[src/rtl/gpio_irq_pkg.sv]
package gpio_irq_pkg;

    localparam int DEF_HALF_W     = 16;
    localparam int DEF_NUM_HALVES = 2;
    localparam int REG_SEL_W      = 3;

    typedef enum logic [REG_SEL_W-1:0] {
        REG_STATUS = 3'd0,
        REG_ENABLE = 3'd1,
        REG_MODE   = 3'd2,
        REG_POL    = 3'd3,
        REG_HOLD   = 3'd4,
        REG_RISE   = 3'd5,
        REG_FALL   = 3'd6,
        REG_DIR    = 3'd7
    } reg_sel_e;

    typedef struct packed {
        logic edge_mode;
        logic act_high;
        logic hold;
        logic rise_en;
        logic fall_en;
    } pin_cfg_t;

    function automatic logic pin_event(pin_cfg_t c, logic now, logic prev);
        logic rose;
        logic fell;
        rose = now & ~prev;
        fell = ~now & prev;
        if (c.edge_mode)
            return (rose & c.rise_en) | (fell & c.fall_en);
        else
            return c.act_high ? now : ~now;
    endfunction

endpackage

[src/rtl/gpio_irq_sync.sv]
module gpio_irq_sync #(
    parameter int W = 32
) (
    input  logic         clk,
    input  logic         rst,
    input  logic [W-1:0] din,
    output logic [W-1:0] now,
    output logic [W-1:0] prev
);
    logic [W-1:0] meta_q;
    logic [W-1:0] cur_q;
    logic [W-1:0] old_q;

    // Stages reset high so idle-high inputs see no edge after reset.
    always_ff @(posedge clk) begin
        if (rst) begin
            meta_q <= '1;
            cur_q  <= '1;
            old_q  <= '1;
        end else begin
            meta_q <= din;
            cur_q  <= meta_q;
            old_q  <= cur_q;
        end
    end

    assign now  = cur_q;
    assign prev = old_q;
endmodule

[src/rtl/gpio_irq_detect.sv]
module gpio_irq_detect
    import gpio_irq_pkg::*;
#(
    parameter int NPINS = 32
) (
    input  logic             clk,
    input  logic             rst,
    input  logic [NPINS-1:0] now,
    input  logic [NPINS-1:0] prev,
    input  pin_cfg_t         cfg [NPINS],
    input  logic [NPINS-1:0] clr,
    output logic [NPINS-1:0] status_q,
    output logic [NPINS-1:0] latch_eff
);
    for (genvar i = 0; i < NPINS; i++) begin : g_pin
        logic evt;
        assign evt          = pin_event(cfg[i], now[i], prev[i]);
        // Holding applies only to edge mode; level pins always follow.
        assign latch_eff[i] = cfg[i].edge_mode & cfg[i].hold;

        always_ff @(posedge clk) begin
            if (rst)
                status_q[i] <= 1'b0;
            else if (latch_eff[i])
                status_q[i] <= (status_q[i] & ~clr[i]) | evt;
            else
                status_q[i] <= evt;
        end
    end
endmodule

[src/rtl/gpio_irq_prio.sv]
module gpio_irq_prio #(
    parameter int NPINS = 32,
    parameter int IDX_W = $clog2(NPINS)
) (
    input  logic [NPINS-1:0] req,
    output logic             valid,
    output logic [IDX_W-1:0] num
);
    // Low half bits sit below high half bits, so lowest overall index
    // gives low-half-first priority.
    always_comb begin
        valid = 1'b0;
        num   = '0;
        for (int i = NPINS - 1; i >= 0; i--) begin
            if (req[i]) begin
                valid = 1'b1;
                num   = IDX_W'(i);
            end
        end
    end
endmodule

[src/rtl/gpio_irq_ctrl.sv]
module gpio_irq_ctrl
    import gpio_irq_pkg::*;
#(
    parameter int HALF_W     = DEF_HALF_W,
    parameter int NUM_HALVES = DEF_NUM_HALVES,
    parameter int ADDR_W     = 6
) (
    input  logic                                   clk,
    input  logic                                   rst,
    input  logic                                   bus_we,
    input  logic [ADDR_W-1:0]                      bus_addr,
    input  logic [HALF_W-1:0]                      bus_wdata,
    output logic [HALF_W-1:0]                      bus_rdata,
    input  logic [HALF_W*NUM_HALVES-1:0]           pins_i,
    output logic                                   irq_o,
    output logic                                   pin_valid_o,
    output logic [$clog2(HALF_W*NUM_HALVES)-1:0]   pin_num_o
);
    localparam int NPINS     = HALF_W * NUM_HALVES;
    localparam int IDX_W     = $clog2(NPINS);
    localparam int HB        = (NUM_HALVES > 1) ? $clog2(NUM_HALVES) : 1;
    localparam int SEL_LSB   = 1 + HB;
    localparam int UPPER_LSB = SEL_LSB + REG_SEL_W;

    logic [HB-1:0]    half;
    reg_sel_e         sel;
    logic             hit;
    int               half_base;

    assign half      = bus_addr[1 +: HB];
    assign sel       = reg_sel_e'(bus_addr[SEL_LSB +: REG_SEL_W]);
    assign hit       = ((bus_addr >> UPPER_LSB) == '0) && !bus_addr[0];
    assign half_base = int'(half) * HALF_W;

    logic [NPINS-1:0] ctl_q [1:7];
    logic [NPINS-1:0] status_q;
    logic [NPINS-1:0] latch_eff;
    logic [NPINS-1:0] clr_vec;
    logic [NPINS-1:0] enable_q;
    logic [NPINS-1:0] s_now;
    logic [NPINS-1:0] s_prev;
    logic [NPINS-1:0] req;
    pin_cfg_t         cfg [NPINS];

    always_ff @(posedge clk) begin
        if (rst) begin
            for (int r = 1; r <= 7; r++) ctl_q[r] <= '0;
        end else if (bus_we && hit && sel != REG_STATUS) begin
            ctl_q[sel][half_base +: HALF_W] <= bus_wdata;
        end
    end

    always_comb begin
        clr_vec = '0;
        if (bus_we && hit && sel == REG_STATUS)
            clr_vec[half_base +: HALF_W] = bus_wdata;
    end

    always_comb begin
        logic [NPINS-1:0] full;
        full = '0;
        if (hit)
            full = (sel == REG_STATUS) ? status_q : ctl_q[sel];
        bus_rdata = full[half_base +: HALF_W];
    end

    for (genvar i = 0; i < NPINS; i++) begin : g_cfg
        assign cfg[i] = '{edge_mode: ctl_q[REG_MODE][i],
                          act_high:  ctl_q[REG_POL][i],
                          hold:      ctl_q[REG_HOLD][i],
                          rise_en:   ctl_q[REG_RISE][i],
                          fall_en:   ctl_q[REG_FALL][i]};
    end

    gpio_irq_sync #(.W(NPINS)) u_sync (
        .clk  (clk),
        .rst  (rst),
        .din  (pins_i),
        .now  (s_now),
        .prev (s_prev)
    );

    gpio_irq_detect #(.NPINS(NPINS)) u_detect (
        .clk       (clk),
        .rst       (rst),
        .now       (s_now),
        .prev      (s_prev),
        .cfg       (cfg),
        .clr       (clr_vec),
        .status_q  (status_q),
        .latch_eff (latch_eff)
    );

    assign enable_q = ctl_q[REG_ENABLE];
    assign req      = status_q & enable_q;
    assign irq_o    = |req;

    gpio_irq_prio #(.NPINS(NPINS), .IDX_W(IDX_W)) u_prio (
        .req   (req),
        .valid (pin_valid_o),
        .num   (pin_num_o)
    );
endmodule

[config.mk]
export PLATFORM = sky130hd
export DESIGN_NAME = gpio_irq_ctrl
export DESIGN_NICKNAME = d
export VERILOG_FILES = /design/src/rtl/gpio_irq_pkg.sv /design/src/rtl/gpio_irq_sync.sv /design/src/rtl/gpio_irq_detect.sv /design/src/rtl/gpio_irq_prio.sv /design/src/rtl/gpio_irq_ctrl.sv
export SDC_FILE = /design/constraint.sdc
export NUM_CORES = 1
export LEC_CHECK = 0
export BUFFER_PORTS_ARGS = -buffer_cell sky130_fd_sc_hd__buf_2
export CAP_MARGIN = 30
export CORE_MARGIN = 8
export CORE_UTILIZATION = 53
export CTS_BUF_LIST = sky130_fd_sc_hd__clkbuf_2
export DETAILED_ROUTE_END_ITERATION = 8
export MAX_ROUTING_LAYER = met4
export PLACE_DENSITY_LB_ADDON = 0.08
export SYNTH_ARGS = -nofsm -noshare
export SYNTH_HDL_FRONTEND = slang
export SYNTH_SLANG_ARGS = --single-unit
[constraint.sdc]
create_clock -name clk -period 3 [get_ports clk]
set_input_delay 0.75 -clock clk [delete_from_list [all_inputs] [get_ports clk]]
set_output_delay 0.75 -clock clk [all_outputs]
set_load 0.02 [all_outputs]
==> results.yml <==
timing:
  setup_viol: 22
  timing.final.ws_setup_ns: -0.270
  rsz0062_at_grt: "yes"
  timing.fmax_mhz: 306
  clock_skew_ns: 0.0697
  final_hold_viol_count: 0
  slew_headroom_pct: 60.4
  worst_slew_pin_slew_ns: 0.594
  hold_slack_ns: 0.0610
  slew_viol_final: 0
  fin_crit_sh_pct: 109
  period_needed_ns: 3.27
floorplan:
  dieArea_sq_um: 35500
  fp.dieW_um: 188
  initial_core_util_pct: 53.5
  core-area_sq_um: 29500
  ioPinCount: 80
  fp-row-count: 63
  die_h_um: 188
logic_synthesis:
  synth_largest_area_cell: "edfxtp_1"
  synth_edf_count: 224
  synth-simple-area-share_pct: 20.2
  syn_nets: 1393
  synthDominantCellAreaShare_pct: 42.7
  netlist_instances: 1336
  synth.area.mux_share_pct: 7.33
  synthesis.area_sq_um: 15800
  synth_flop_cell: "edfxtp_1"
  avgSynthCellArea_sq_um: 11.8
  synth_most_common_cell: "and2_1"
  synth_compound_area_share_pct: 9.57
  synth_top_family_by_area: "simple AND/OR/NAND/NOR gates"
  seq_area_frac_synth_pct: 58.9
  netlist-cell-type-count: 47
  ys_async_sr_fraction_pct: 0
  synth_area_leaders: "edfxtp_1, dfxtp_1, and2_1"
  synth_xor_area_share_pct: 1.78
  ys_ff_latch: 352
  ys.warnings.count: 0
  synth_fa_ha_area_share_pct: 0
  synth_common_cells: "and2_1, edfxtp_1, dfxtp_1"
worst_hold_path:
  hold_depth: 2
  min-delay-start: "pins_i[17]"
  whs_endpoint: "u_sync.meta_q[17]$_SDFF_PP1_"
  min-delay-path-class: "in2reg"
worst_setup_path:
  critPathKind: "reg2out"
  regToRegSetupSlack_ns: 1.82
  cp_cell_sequence: "a22o_1 -> o211ai_1 -> a41oi_1 -> o21bai_1 -> a21boi_2 -> buf_6"
  crit_arrival_ns: 2.52
  critPathRequiredTime_ns: 2.25
  slowest_stage: "edfxtp_1"
  critPathMaxFanout: 4
  cp-start-kind: "flip-flop"
  cp-end-kind: "primary output"
  r2r_start: "ctl_q[3][10]$_SDFFCE_PN0P_"
  ff2ff_path_depth: 5
  critical-path-max-stage-delay_ns: 0.45
  r2r-end: "u_detect.status_q[10]$_SDFF_PP0_"
routing:
  wl_met3_mm: 2.89
  m1WireLength_mm: 17.9
  dr_wl_met2_mm: 21.8
  top_layer_used: "met4"
  drtIter0Drc: 858
  viasPerCell: 5.68
  via_count: 11404
  route.detailed.drc: 0
  detail-route-antenna-nets: 0
  drt_pass1_iterations: 5
  wl_mm: 43.8
  wl_per_cell_um: 21.8
cts:
  root_buffer: "clkbuf_2"
  numClockSinks: 352
  clockBufferDepth: 3
  htree_levels: 3
  clk_pin_slew_ns: 0.10
  cts_made_buffers: 89
  insertion_delay_ns: 0.88
  tritoncts: "done"
power_and_ir_drop:
  p_comb_share_pct: 11.7
  p_seq_share_pct: 55.9
  power.density_nw_per_um2: 536
  max-vdd-ir-drop_mv: 0.291
  switching_power_uw: 2770
  swShare_pct: 27.6
  power.internal_uw: 7270
  fin_total_pwr_uw: 10000
  clkPwrFrac_pct: 32.4
  power.leakage_uw: 0.00714
final_layout:
  layout-drive-gt1-share_pct: 33.7
  regArea_sq_um: 9300
  multi_input_area_sq_um: 6480
  nets: 1597
  area_growth_pct: 18.9
  nFillCells: 2404
global_route:
  grt_pass1_wl_mm: 66.4
  grt_overflow_total: 0
  track_usage_pct: 25.2
  first_global_vias: 11693
  grt_antenna_before_repair: 2
  grt_max_degree: 143
placement:
  dp_hpwl_mm: 29.5
  portBuffers: 79
  place.gp.congestion: 0.921
outcome:
  failed_checks: "setup timing"
  status: "finished, violations left"
job:
  drv_cap: 0
[flip-flops by register name, indices dropped and copies added (netlist names)]
| name | flops |
|---|---|
| ctl_q | 224 |
| u_detect.status_q | 32 |
| u_sync.meta_q | 32 |
| u_sync.now | 32 |
| u_sync.prev | 32 |
[worst max-delay path by stage]
| stage | startpoint | end | slack, ns | cells after the start |
|---|---|---|---|---|
| floorplan | bus_addr[3] | bus_rdata[9] | 0.15 | 6 |
| global placement | bus_addr[3] | bus_rdata[1] | -0.08 | 6 |
| detailed placement | bus_addr[3] | bus_rdata[1] | -0.08 | 6 |
| CTS | ctl_q[1][5]$_SDFFCE_PN0P_ | pin_num_o[0] | -0.27 | 5 |
| global route | ctl_q[1][5]$_SDFFCE_PN0P_ | pin_num_o[0] | -0.42 | 5 |
| finish | ctl_q[1][30]$_SDFFCE_PN0P_ | pin_num_o[2] | -0.27 | 6 |
[area by class of cell]
type / instances / area share, %
Multi-Input combinational cell: 902 / 34.6
Clock buffer: 140 / 3.74
Sequential cell: 352 / 49.6
Tap cell: 390 / 2.60
Timing Repair Buffer: 195 / 8.67
Clock inverter: 26 / 0.768
Antenna cell: 2 / 0.0267
[critical path, delay by kind of cell, from the launching register on]
kind	cells	cell delay [ns]
compound gates	5	1.05
flops	1	0.45
buf+inv	1	0.15
[placed cells by master (no fill, tap or decap), drive strengths merged, types with 2 or more instances in the layout]
cell | synthesis | layout
a32oi | 2 | 2
nand3b | 33 | 33
a31oi | 2 | 2
a22o | 6 | 6
edfxtp | 224 | 224
or2 | 110 | 110
a211oi | 29 | 29
clkinv | 0 | 24
a22oi | 10 | 10
nand3 | 6 | 6
nor2b | 2 | 2
buf | 19 | 174
o211ai | 34 | 34
dlygate4sd3 | 0 | 21
nand2b | 3 | 3
o22ai | 48 | 48
mux2i | 31 | 31
a32o | 4 | 4
diode | 0 | 2
nor3 | 6 | 6
dfxtp | 128 | 128
nor2 | 77 | 77
mux4 | 37 | 37
o21ai | 31 | 31
xnor2 | 32 | 32
nand2 | 95 | 95
a21oi | 61 | 61
clkbuf | 63 | 140
and2 | 228 | 228
a221oi | 2 | 2
[logic make-up (layout without fill, tap and decap cells)]
| group | count (synthesis) | in the layout |
|---|---|---|
| other | 0 | 2 |
| buffers and inverters | 82 | 361 |
| AND/OR/NAND/NOR | 565 | 565 |
| flip-flops | 352 | 352 |
| multiplexers | 69 | 69 |
| XOR/XNOR | 32 | 32 |
| AO/OA/AOI/OAI | 236 | 236 |
[per-stage QoR]
step	std cells	area, sq um	setup slack, ns	util, %	TNS, ns
floorplan	1336	15800	0.148	-	0
global placement	1792	17000	-0.0841	57.6	-0.357
detailed placement	1792	17000	-0.0802	57.6	-0.375
CTS	1996	18600	-0.275	63.0	-3.24
global route	2007	18700	-0.420	63.6	-4.99
finish	2007	18700	-0.270	63.6	-2.35
[per-layer routing]
metal / vias to the layer above / GRT usage [%]
met4: 0 / 9.59
met1: 5592 / 30.5
met5: - / -
met2: 439 / 41.5
met3: 98 / 4.90
li1: 5275 / -
[power groups by stage]
stage	Clock [uW]	Sequential (uW)	Combinational, uW
floorplan	0	5600	636
global placement	0	5710	964
detailed placement	0	5710	980
CTS	3350	5610	1140
global route	3600	5630	1260
finish	3260	5610	1170
[timing repair]
item                                    CTS  global route
endpoints found under the hold margin    19             2
resized for setup                       107            22
endpoints found under the setup margin   23            23
setup buffers                            21             7
gates cloned                              0             0
pin swaps                                39            23
hold buffers                             19             2
No activity file was read; power rests on OpenSTA's default activity.
